`src/rtl/isu_pkg.sv`:
```
package isu_pkg;
  localparam int IRQ_N    = 5;
  localparam int VEC_W    = $clog2(IRQ_N + 1);
  localparam int BIT_UDF  = 10;
  localparam int BIT_OVR  = 11;
  localparam int BIT_BUSY = 12;
  localparam int OFS_EN   = 0;
  localparam int OFS_STAT = 1;
  localparam int OFS_VEC  = 2;

  typedef enum logic [1:0] {SEL_EN, SEL_STAT, SEL_VEC, SEL_NONE} rdSel_e;

  typedef struct packed {
    logic   enWr;
    logic   statClr;
    logic   vecRd;
    rdSel_e rdSel;
  } strobe_t;
endpackage

```
`src/rtl/isu_ctrl.sv`:
```
module isu_ctrl
  import isu_pkg::*;
#(
  parameter int ADDR_W = 2
) (
  input  logic              wrEn,
  input  logic              rdEn,
  input  logic [ADDR_W-1:0] addr,
  output strobe_t           strb
);
  logic hitEn, hitStat, hitVec;

  always_comb begin
    hitEn   = (addr == ADDR_W'(OFS_EN));
    hitStat = (addr == ADDR_W'(OFS_STAT));
    hitVec  = (addr == ADDR_W'(OFS_VEC));
    strb.enWr    = wrEn & hitEn;
    strb.statClr = wrEn & hitStat;
    strb.vecRd   = rdEn & hitVec;
    if (hitEn)        strb.rdSel = SEL_EN;
    else if (hitStat) strb.rdSel = SEL_STAT;
    else if (hitVec)  strb.rdSel = SEL_VEC;
    else              strb.rdSel = SEL_NONE;
  end
endmodule

```
`src/rtl/isu_datapath.sv`:
```
module isu_datapath
  import isu_pkg::*;
#(
  parameter int REG_W = 16
) (
  input  logic             clk,
  input  logic             rstN,
  input  strobe_t          strb,
  input  logic [REG_W-1:0] wrData,
  input  logic [IRQ_N-1:0] evIrq,
  input  logic             evRxOvr,
  input  logic             evTxUdf,
  input  logic             busBusy,
  output logic [REG_W-1:0] rdData,
  output logic [REG_W-1:0] statusReg,
  output logic [IRQ_N-1:0] enableReg,
  output logic [VEC_W-1:0] vecCode,
  output logic             irq
);
  logic [IRQ_N-1:0] irqQ, enQ, pending, vecMask, w1cMask;
  logic             ovrQ, udfQ;

  assign pending = irqQ & enQ;
  assign irq     = |pending;

  // Priority: lowest index (lowest code) wins.
  always_comb begin
    vecCode = '0;
    for (int i = IRQ_N - 1; i >= 0; i--)
      if (pending[i]) vecCode = VEC_W'(i + 1);
  end

  always_comb begin
    for (int i = 0; i < IRQ_N; i++)
      vecMask[i] = strb.vecRd && (vecCode == VEC_W'(i + 1));
    w1cMask = strb.statClr ? wrData[IRQ_N-1:0] : '0;
  end

  always_ff @(posedge clk) begin
    if (!rstN) begin
      irqQ <= '0;
      enQ  <= '0;
      ovrQ <= 1'b0;
      udfQ <= 1'b0;
    end else begin
      irqQ <= (irqQ & ~(w1cMask | vecMask)) | evIrq;
      ovrQ <= (ovrQ & ~(strb.statClr & wrData[BIT_OVR])) | evRxOvr;
      udfQ <= (udfQ & ~(strb.statClr & wrData[BIT_UDF])) | evTxUdf;
      if (strb.enWr) enQ <= wrData[IRQ_N-1:0];
    end
  end

  always_comb begin
    statusReg              = '0;
    statusReg[IRQ_N-1:0]   = irqQ;
    statusReg[BIT_UDF]     = udfQ;
    statusReg[BIT_OVR]     = ovrQ;
    statusReg[BIT_BUSY]    = busBusy;
  end

  assign enableReg = enQ;

  always_comb begin
    case (strb.rdSel)
      SEL_EN:   rdData = REG_W'(enQ);
      SEL_STAT: rdData = statusReg;
      SEL_VEC:  rdData = REG_W'(vecCode);
      default:  rdData = '0;
    endcase
  end
endmodule

```
`src/rtl/irq_status_unit.sv`:
```
module irq_status_unit
  import isu_pkg::*;
#(
  parameter int REG_W  = 16,
  parameter int ADDR_W = 2
) (
  input  logic              clk,
  input  logic              rstN,
  input  logic              wrEn,
  input  logic              rdEn,
  input  logic [ADDR_W-1:0] addr,
  input  logic [REG_W-1:0]  wrData,
  output logic [REG_W-1:0]  rdData,
  input  logic              evArbLost,
  input  logic              evNoAck,
  input  logic              evAccRdy,
  input  logic              evRxRdy,
  input  logic              evTxRdy,
  input  logic              evRxOvr,
  input  logic              evTxUdf,
  input  logic              busBusy,
  output logic              irq
);
  strobe_t          strb;
  logic [IRQ_N-1:0] evIrq;
  logic [REG_W-1:0] statusReg;
  logic [IRQ_N-1:0] enableReg;
  logic [VEC_W-1:0] vecCode;

  assign evIrq = {evTxRdy, evRxRdy, evAccRdy, evNoAck, evArbLost};

  isu_ctrl #(.ADDR_W(ADDR_W)) u_ctrl (
    .wrEn(wrEn), .rdEn(rdEn), .addr(addr), .strb(strb)
  );

  isu_datapath #(.REG_W(REG_W)) u_dp (
    .clk(clk), .rstN(rstN), .strb(strb), .wrData(wrData), .evIrq(evIrq),
    .evRxOvr(evRxOvr), .evTxUdf(evTxUdf), .busBusy(busBusy),
    .rdData(rdData), .statusReg(statusReg), .enableReg(enableReg),
    .vecCode(vecCode), .irq(irq)
  );
endmodule

```
`config.mk`:
```
export PLATFORM = sky130hd
export DESIGN_NAME = irq_status_unit
export DESIGN_NICKNAME = d
export VERILOG_FILES = /design/src/rtl/isu_pkg.sv /design/src/rtl/isu_ctrl.sv /design/src/rtl/isu_datapath.sv /design/src/rtl/irq_status_unit.sv
export SDC_FILE = /design/constraint.sdc
export NUM_CORES = 1
export LEC_CHECK = 0
export ABC_AREA = 1
export CORE_ASPECT_RATIO = 0.75
export CORE_MARGIN = 10
export CORE_UTILIZATION = 34
export CTS_BUF_LIST = sky130_fd_sc_hd__clkbuf_2
export DETAILED_ROUTE_END_ITERATION = 12
export GPL_TIMING_DRIVEN = 0
export HOLD_SLACK_MARGIN = 0.06
export PLACE_DENSITY_LB_ADDON = 0.3
export SLEW_MARGIN = 40
export SYNTH_ARGS = -nofsm -noshare
export SYNTH_HDL_FRONTEND = slang
export SYNTH_SLANG_ARGS = --single-unit
```
`constraint.sdc`:
```
create_clock -name clk -period 1 [get_ports clk]
set_input_delay 0.1 -clock clk [delete_from_list [all_inputs] [get_ports clk]]
set_output_delay 0.1 -clock clk [all_outputs]
set_load 0.01 [all_outputs]
```
== Word-level counts from Yosys, hierarchy flattened ==
Cells that the tools add are included.

* Input bits: 30
* Flip-flop bits (word level): 12
* Output and inout bits: 17
* Logic and storage cells: 47

* Eq/ne operators: 9
* Reduce and logical (&&, ||, !) cells: 8
* Bitwise gates (word level): 16
* Mux-type cells: 10

{| class="wikitable"
|+ Operators by type and width
! operator !! count
|-
| $pmux W13 S3 || 1
|-
| $mux W3 || 5
|-
| $and A5 B5 Y5 || 2
|-
| $or A5 B5 Y5 || 2
|-
| $and A1 B1 Y1 || 7
|-
| $eq A3 B2 Y1 const B || 2
|-
| $eq A3 B3 Y1 const B || 2
|-
| $logic_and A1 B1 Y1 || 5
|-
| $mux W5 || 1
|-
| $not A5 Y5 || 1
|-
| $reduce_or A5 Y1 || 1
|-
| $eq A2 B1 Y1 const B || 2
|-
| $eq A2 B2 Y1 const B || 2
|-
| $logic_not A2 Y1 || 2
|-
| $mux W2 || 2
|-
| $eq A3 B1 Y1 const B || 1
|-
| $not A1 Y1 || 2
|-
| $or A1 B1 Y1 || 2
|-
| $mux W1 || 1
|}

== Depth between registers and ports, before layout ==
* Word-level depth: 12
* Depth in mapped cells: 10
* Mapped depth without buffers: 10

== By module ==
Synthesis repeated with hierarchy kept, for this count alone.

* Cell total of the unflattened synthesis: 136
* Area, all modules: 848.3 um2

{| class="wikitable"
|+ Modules (own cells, without submodules)
! module !! sequential area each (um2) !! cells an instance !! area an instance (um2) !! instances
|-
| isu_datapath || 240.2 || 127 || 814.5 || 1
|-
| isu_ctrl || 0.0 || 9 || 33.8 || 1
|}

== Worst setup path before layout ==
Ideal clock, no wire load.

* Path type: flip-flop to flip-flop
* Start: reg u_dp.irqQ[0]
* End: reg u_dp.irqQ[3]
* Library setup time: 0.119 ns
* Clock period less this slack: 1.093 ns
* Slack: -0.093 ns
* Arrival time: 0.974 ns
* Cell stages (with the launch flop): 9
* Path buffers: 0
* Data required time: 0.881 ns
* Cell sequence: dfxtp_1 -> nand2_1 -> inv_1 -> nor2_1 -> nand2_1 -> nor2_4 -> nand2_2 -> a21oi_2 -> nor2_1

* Word-level cells in the longest chain between the ends: 8

{| class="wikitable"
|+ Ends and longest elaborated chain
! what !! line !! text
|-
| start: declaration || isu_datapath.sv:20 || <nowiki>logic [IRQ_N-1:0] irqQ, enQ, pending, vecMask, w1cMask;</nowiki>
|-
| start signal: assignment || isu_datapath.sv:46 || <nowiki>irqQ <= (irqQ & ~(w1cMask | vecMask)) | evIrq;</nowiki>
|-
| $and A5 B5 Y5 || isu_datapath.sv:23 || <nowiki>assign pending = irqQ & enQ;</nowiki>
|-
| $mux W3 || isu_datapath.sv:30 || <nowiki>if (pending[i]) vecCode = VEC_W'(i + 1);</nowiki>
|-
| $eq A3 B3 Y1 || isu_datapath.sv:35 || <nowiki>vecMask[i] = strb.vecRd && (vecCode == VEC_W'(i + 1));</nowiki>
|-
| $logic_and A1 B1 Y1 || isu_datapath.sv:35 ||
|-
| $or A5 B5 Y5 || isu_datapath.sv:46 ||
|-
| $not A5 Y5 || isu_datapath.sv:46 ||
|-
| $and A5 B5 Y5 || isu_datapath.sv:46 ||
|-
| $or A5 B5 Y5 || isu_datapath.sv:46 ||
|}

No other way between the ends.
A chain may end at the register's enable or synchronous reset.

== Worst setup path in the final report ==
* Start: reg u_dp.enQ[4] (netlist: u_dp.enableReg[4])
* End: out rdData[0]

* Word-level cells in the longest chain between the ends: 7

{| class="wikitable"
|+ Ends and longest elaborated chain
! what !! line !! text
|-
| start: declaration || isu_datapath.sv:20 ||
|-
| start signal: assignment || isu_datapath.sv:49 || <nowiki>if (strb.enWr) enQ <= wrData[IRQ_N-1:0];</nowiki>
|-
| $and A5 B5 Y5 || isu_datapath.sv:23 ||
|-
| $mux W3 (5 in series) || isu_datapath.sv:30 ||
|-
| $pmux W13 S3 || isu_datapath.sv:64 || <nowiki>case (strb.rdSel)</nowiki>
|-
| end: declaration || irq_status_unit.sv:13 || <nowiki>output logic [REG_W-1:0] rdData,</nowiki>
|}

No other way between the ends.

==> impl_metrics.env <==
export IMPL_hold_class="primary input to register"
export IMPL_coreArea_um2=2070
export IMPL_diodes=0
export IMPL_fin_nets=211
export IMPL_first_pass_iters=4
export IMPL_ys_ff_latch=12
export IMPL_clockPowerShare_pct=21.4
export IMPL_first_iter_violations=55
export IMPL_multiInputGateArea_um2=492
export IMPL_path_class="register to output pin"
export IMPL_clock_latency_ps=280
export IMPL_grt_pass1_vias=911
export IMPL_p_sw_w=0.000393
export IMPL_r2r_start="u_dp.enableReg[4]"
export IMPL_seq_power_share_pct=44.5
export IMPL_total_power_w=0.00122
export IMPL_fin_skew_ps=7.59
export IMPL_ys_types=21
export IMPL_n_fill_cell=176
export IMPL_yosysWarnings=0
export IMPL_syn_avg_cell_area_um2=6.56
export IMPL_grt_setup_unrepaired="true"
export IMPL_yosysMostFrequentCell="nand2_1"
export IMPL_critPathLaunchType="register"
export IMPL_cp_endpoint="rdData[0]"
export IMPL_tns_ps=-2870
export IMPL_finalSetupViolCount=10
export IMPL_gp_congestion=0.891
export IMPL_swShare_pct=32.3
export IMPL_fmax_mhz=694
export IMPL_dieArea_um2=4580
export IMPL_avgRoutedWirePerCell_um=13.3
export IMPL_design_area_um2=1380
export IMPL_slew_viol_final=0
export IMPL_yosys_top_cells_area="dfxtp_1 (31%), nand2_1 (10%), inv_1 (8.8%)"
export IMPL_clkTransAtPathRegs_ps=130
export IMPL_worstRegToRegCells=12
export IMPL_ir_worst_vdd_v=0.000550
export IMPL_synthArstFlopShare_pct=0
export IMPL_holdBufCountCts=0
export IMPL_portBuffers=29
export IMPL_cts_tree="built"
export IMPL_grt_pass1_wl_mm=4.17
export IMPL_htree_levels=1
export IMPL_min_period_over_period_pct=144
export IMPL_syn_to_final_growth_pct=79.3
export IMPL_cap_violations=0
export IMPL_internal_power_w=0.000825
export IMPL_startpoint="u_dp.enableReg[4]"
export IMPL_required_ps=900
export IMPL_antenna_found_initial=0
export IMPL_rrSetupSlack_ps=-360
export IMPL_ys_seq_area_share_pct=31.3
export IMPL_synth_edf_count=0
export IMPL_worstPathMaxFanout=2
export IMPL_cts_sinks=12
export IMPL_grt_overflow_total=0
export IMPL_pwr_share_comb_pct=34.1
export IMPL_arrival_ps=1340
export IMPL_leakagePower_nw=0.715
export IMPL_cts_max_path_buffers=2
export IMPL_p_per_area_nw_per_um2=886
export IMPL_status="complete, but fails checks"
export IMPL_final_seq_area_um2=255
export IMPL_synth_flop_cell="dfxtp_1"
export IMPL_viasPerCell=4.51
export IMPL_grt_max_degree=10
export IMPL_die_y_um=61.1
export IMPL_drive_above_1_share_pct=50.0
export IMPL_num_rows=14
export IMPL_io_pins=47
export IMPL_numCtsBuffers=3
export IMPL_synth_top_cells_by_count="nand2_1 (21), inv_1 (18), dfxtp_1 (12)"
export IMPL_period_minus_slack_ps=1440
export IMPL_synth_largest_area_cell="dfxtp_1"
export IMPL_postRouteAntennaNets=0
export IMPL_die_w_um=74.8
export IMPL_root_buffer="clkbuf_2"
export IMPL_syn_inst=117
export IMPL_syn_area_um2=767
export IMPL_route_vias_total=920
export IMPL_grt_usage_pct=11.9
export IMPL_hold_viol_final=0
export IMPL_wl_mm=2.71
export IMPL_initial_utilization_pct=37.1
export IMPL_setup_ws_ps=-440
export IMPL_drc_errors=0
export IMPL_r2r_end="u_dp.irqQ[1]"
export IMPL_violations="setup timing"
export IMPL_dp_hpwl_mm=1.82
export IMPL_place_area_um2=1130
export IMPL_yosysTopAreaCellShare_pct=31.3
export IMPL_endpoint_kind="output pin"
## area by class of cell
type                    count  area share (%)
plain buffers               8            4.37
inverters                  22            6.10
multi-input cells          82            35.8
clock inverters             1           0.273
flip-flops and latches     12            18.6
well taps                  24            2.18
repair buffers             52            31.7
clock buffers               3            1.09
## cells in the final DEF (no fill, tap or decap), drive strengths merged
master and count:
a21oi 11, a22o 2, buf 42, clkbuf 3, clkdlybuf4s50 17, clkinv 2, conb 8, dfxtp 12
dlygate4sd2 1, inv 21, nand2 24, nand3 10, nor2 16, nor3 1, o211ai 1, o21ai 8
o221ai 1
## routing by layer
metal / up-vias / wire, um / track usage [%]
li1: 482 / - / -
met1: 396 / 1120 / 13.1
met2: 36 / 1340 / 20.6
met3: 6 / 173 / 2.73
met4: 0 / 72 / 7.26
met5: - / 0 / 0
## stage by stage
step           hold slack, ps  setup WS, ps  util [%]  cells
2_1_floorplan             211         -39.8         -    124
3_3_place_gp              474          -800      54.7    177
3_5_place_dp              487          -806      54.7    177
4_1_cts                   257          -386      62.0    198
5_1_grt                   301          -522      66.5    204
6_report                  293          -440      66.5    204
## worst min path at each step
| stage | depth (start not counted) | slack (ps) | start | endpoint |
|---|---|---|---|---|
| after floorplan | 2 | 210 | evRxRdy | u_dp.irqQ[3] |
| after global placement | 2 | 470 | u_dp.ovrQ | u_dp.ovrQ |
| after detailed placement | 2 | 490 | u_dp.ovrQ | u_dp.ovrQ |
| after CTS | 5 | 260 | addr[0] | u_dp.enableReg[2] |
| after global routing | 5 | 300 | addr[0] | u_dp.enableReg[2] |
| final | 5 | 290 | addr[0] | u_dp.enableReg[2] |
## flip-flops by register name, indices dropped and copies added, names as in the netlist
name	flops
u_dp.enableReg	5
u_dp.irqQ	5
u_dp.ovrQ	1
u_dp.udfQ	1
## what timing repair did
action                                 CTS  global route
pin swaps                                9            17
setup buffers                           19             8
endpoints found under the hold margin    0             0
setup endpoints to repair               21            13
gates resized for setup                 67            16
## kinds of logic after synthesis
group                  Yosys count  synth area share, %
flip-flops                      12                 31.3
buffers and inverters           30                 18.6
AO/OA/AOI/OAI                   23                 17.3
AND/OR/NAND/NOR                 51                 32.3
other                            1                0.489
## worst max-delay path: stages, from the launching register on
cell and delay [ps]:
dfxtp_2 360, nand2_2 70, clkinv_2 40, nand2_1 40, nand2_1 70, nand2_2 60, nand2_2 70, nand2_1 70
o211ai_1 120, buf_2 170
## power groups by stage
stage / sequential, W / combinational (W) / clock, W
6_report: 0.000542 / 0.000415 / 0.000261
3_5_place_dp: 0.000546 / 0.000318 / 0
5_1_grt: 0.000546 / 0.000454 / 0.000281
3_3_place_gp: 0.000545 / 0.000313 / 0
4_1_cts: 0.000538 / 0.000367 / 0.000268
2_1_floorplan: 0.000540 / 0.000166 / 0
No activity file was read; power rests on OpenSTA's default activity.
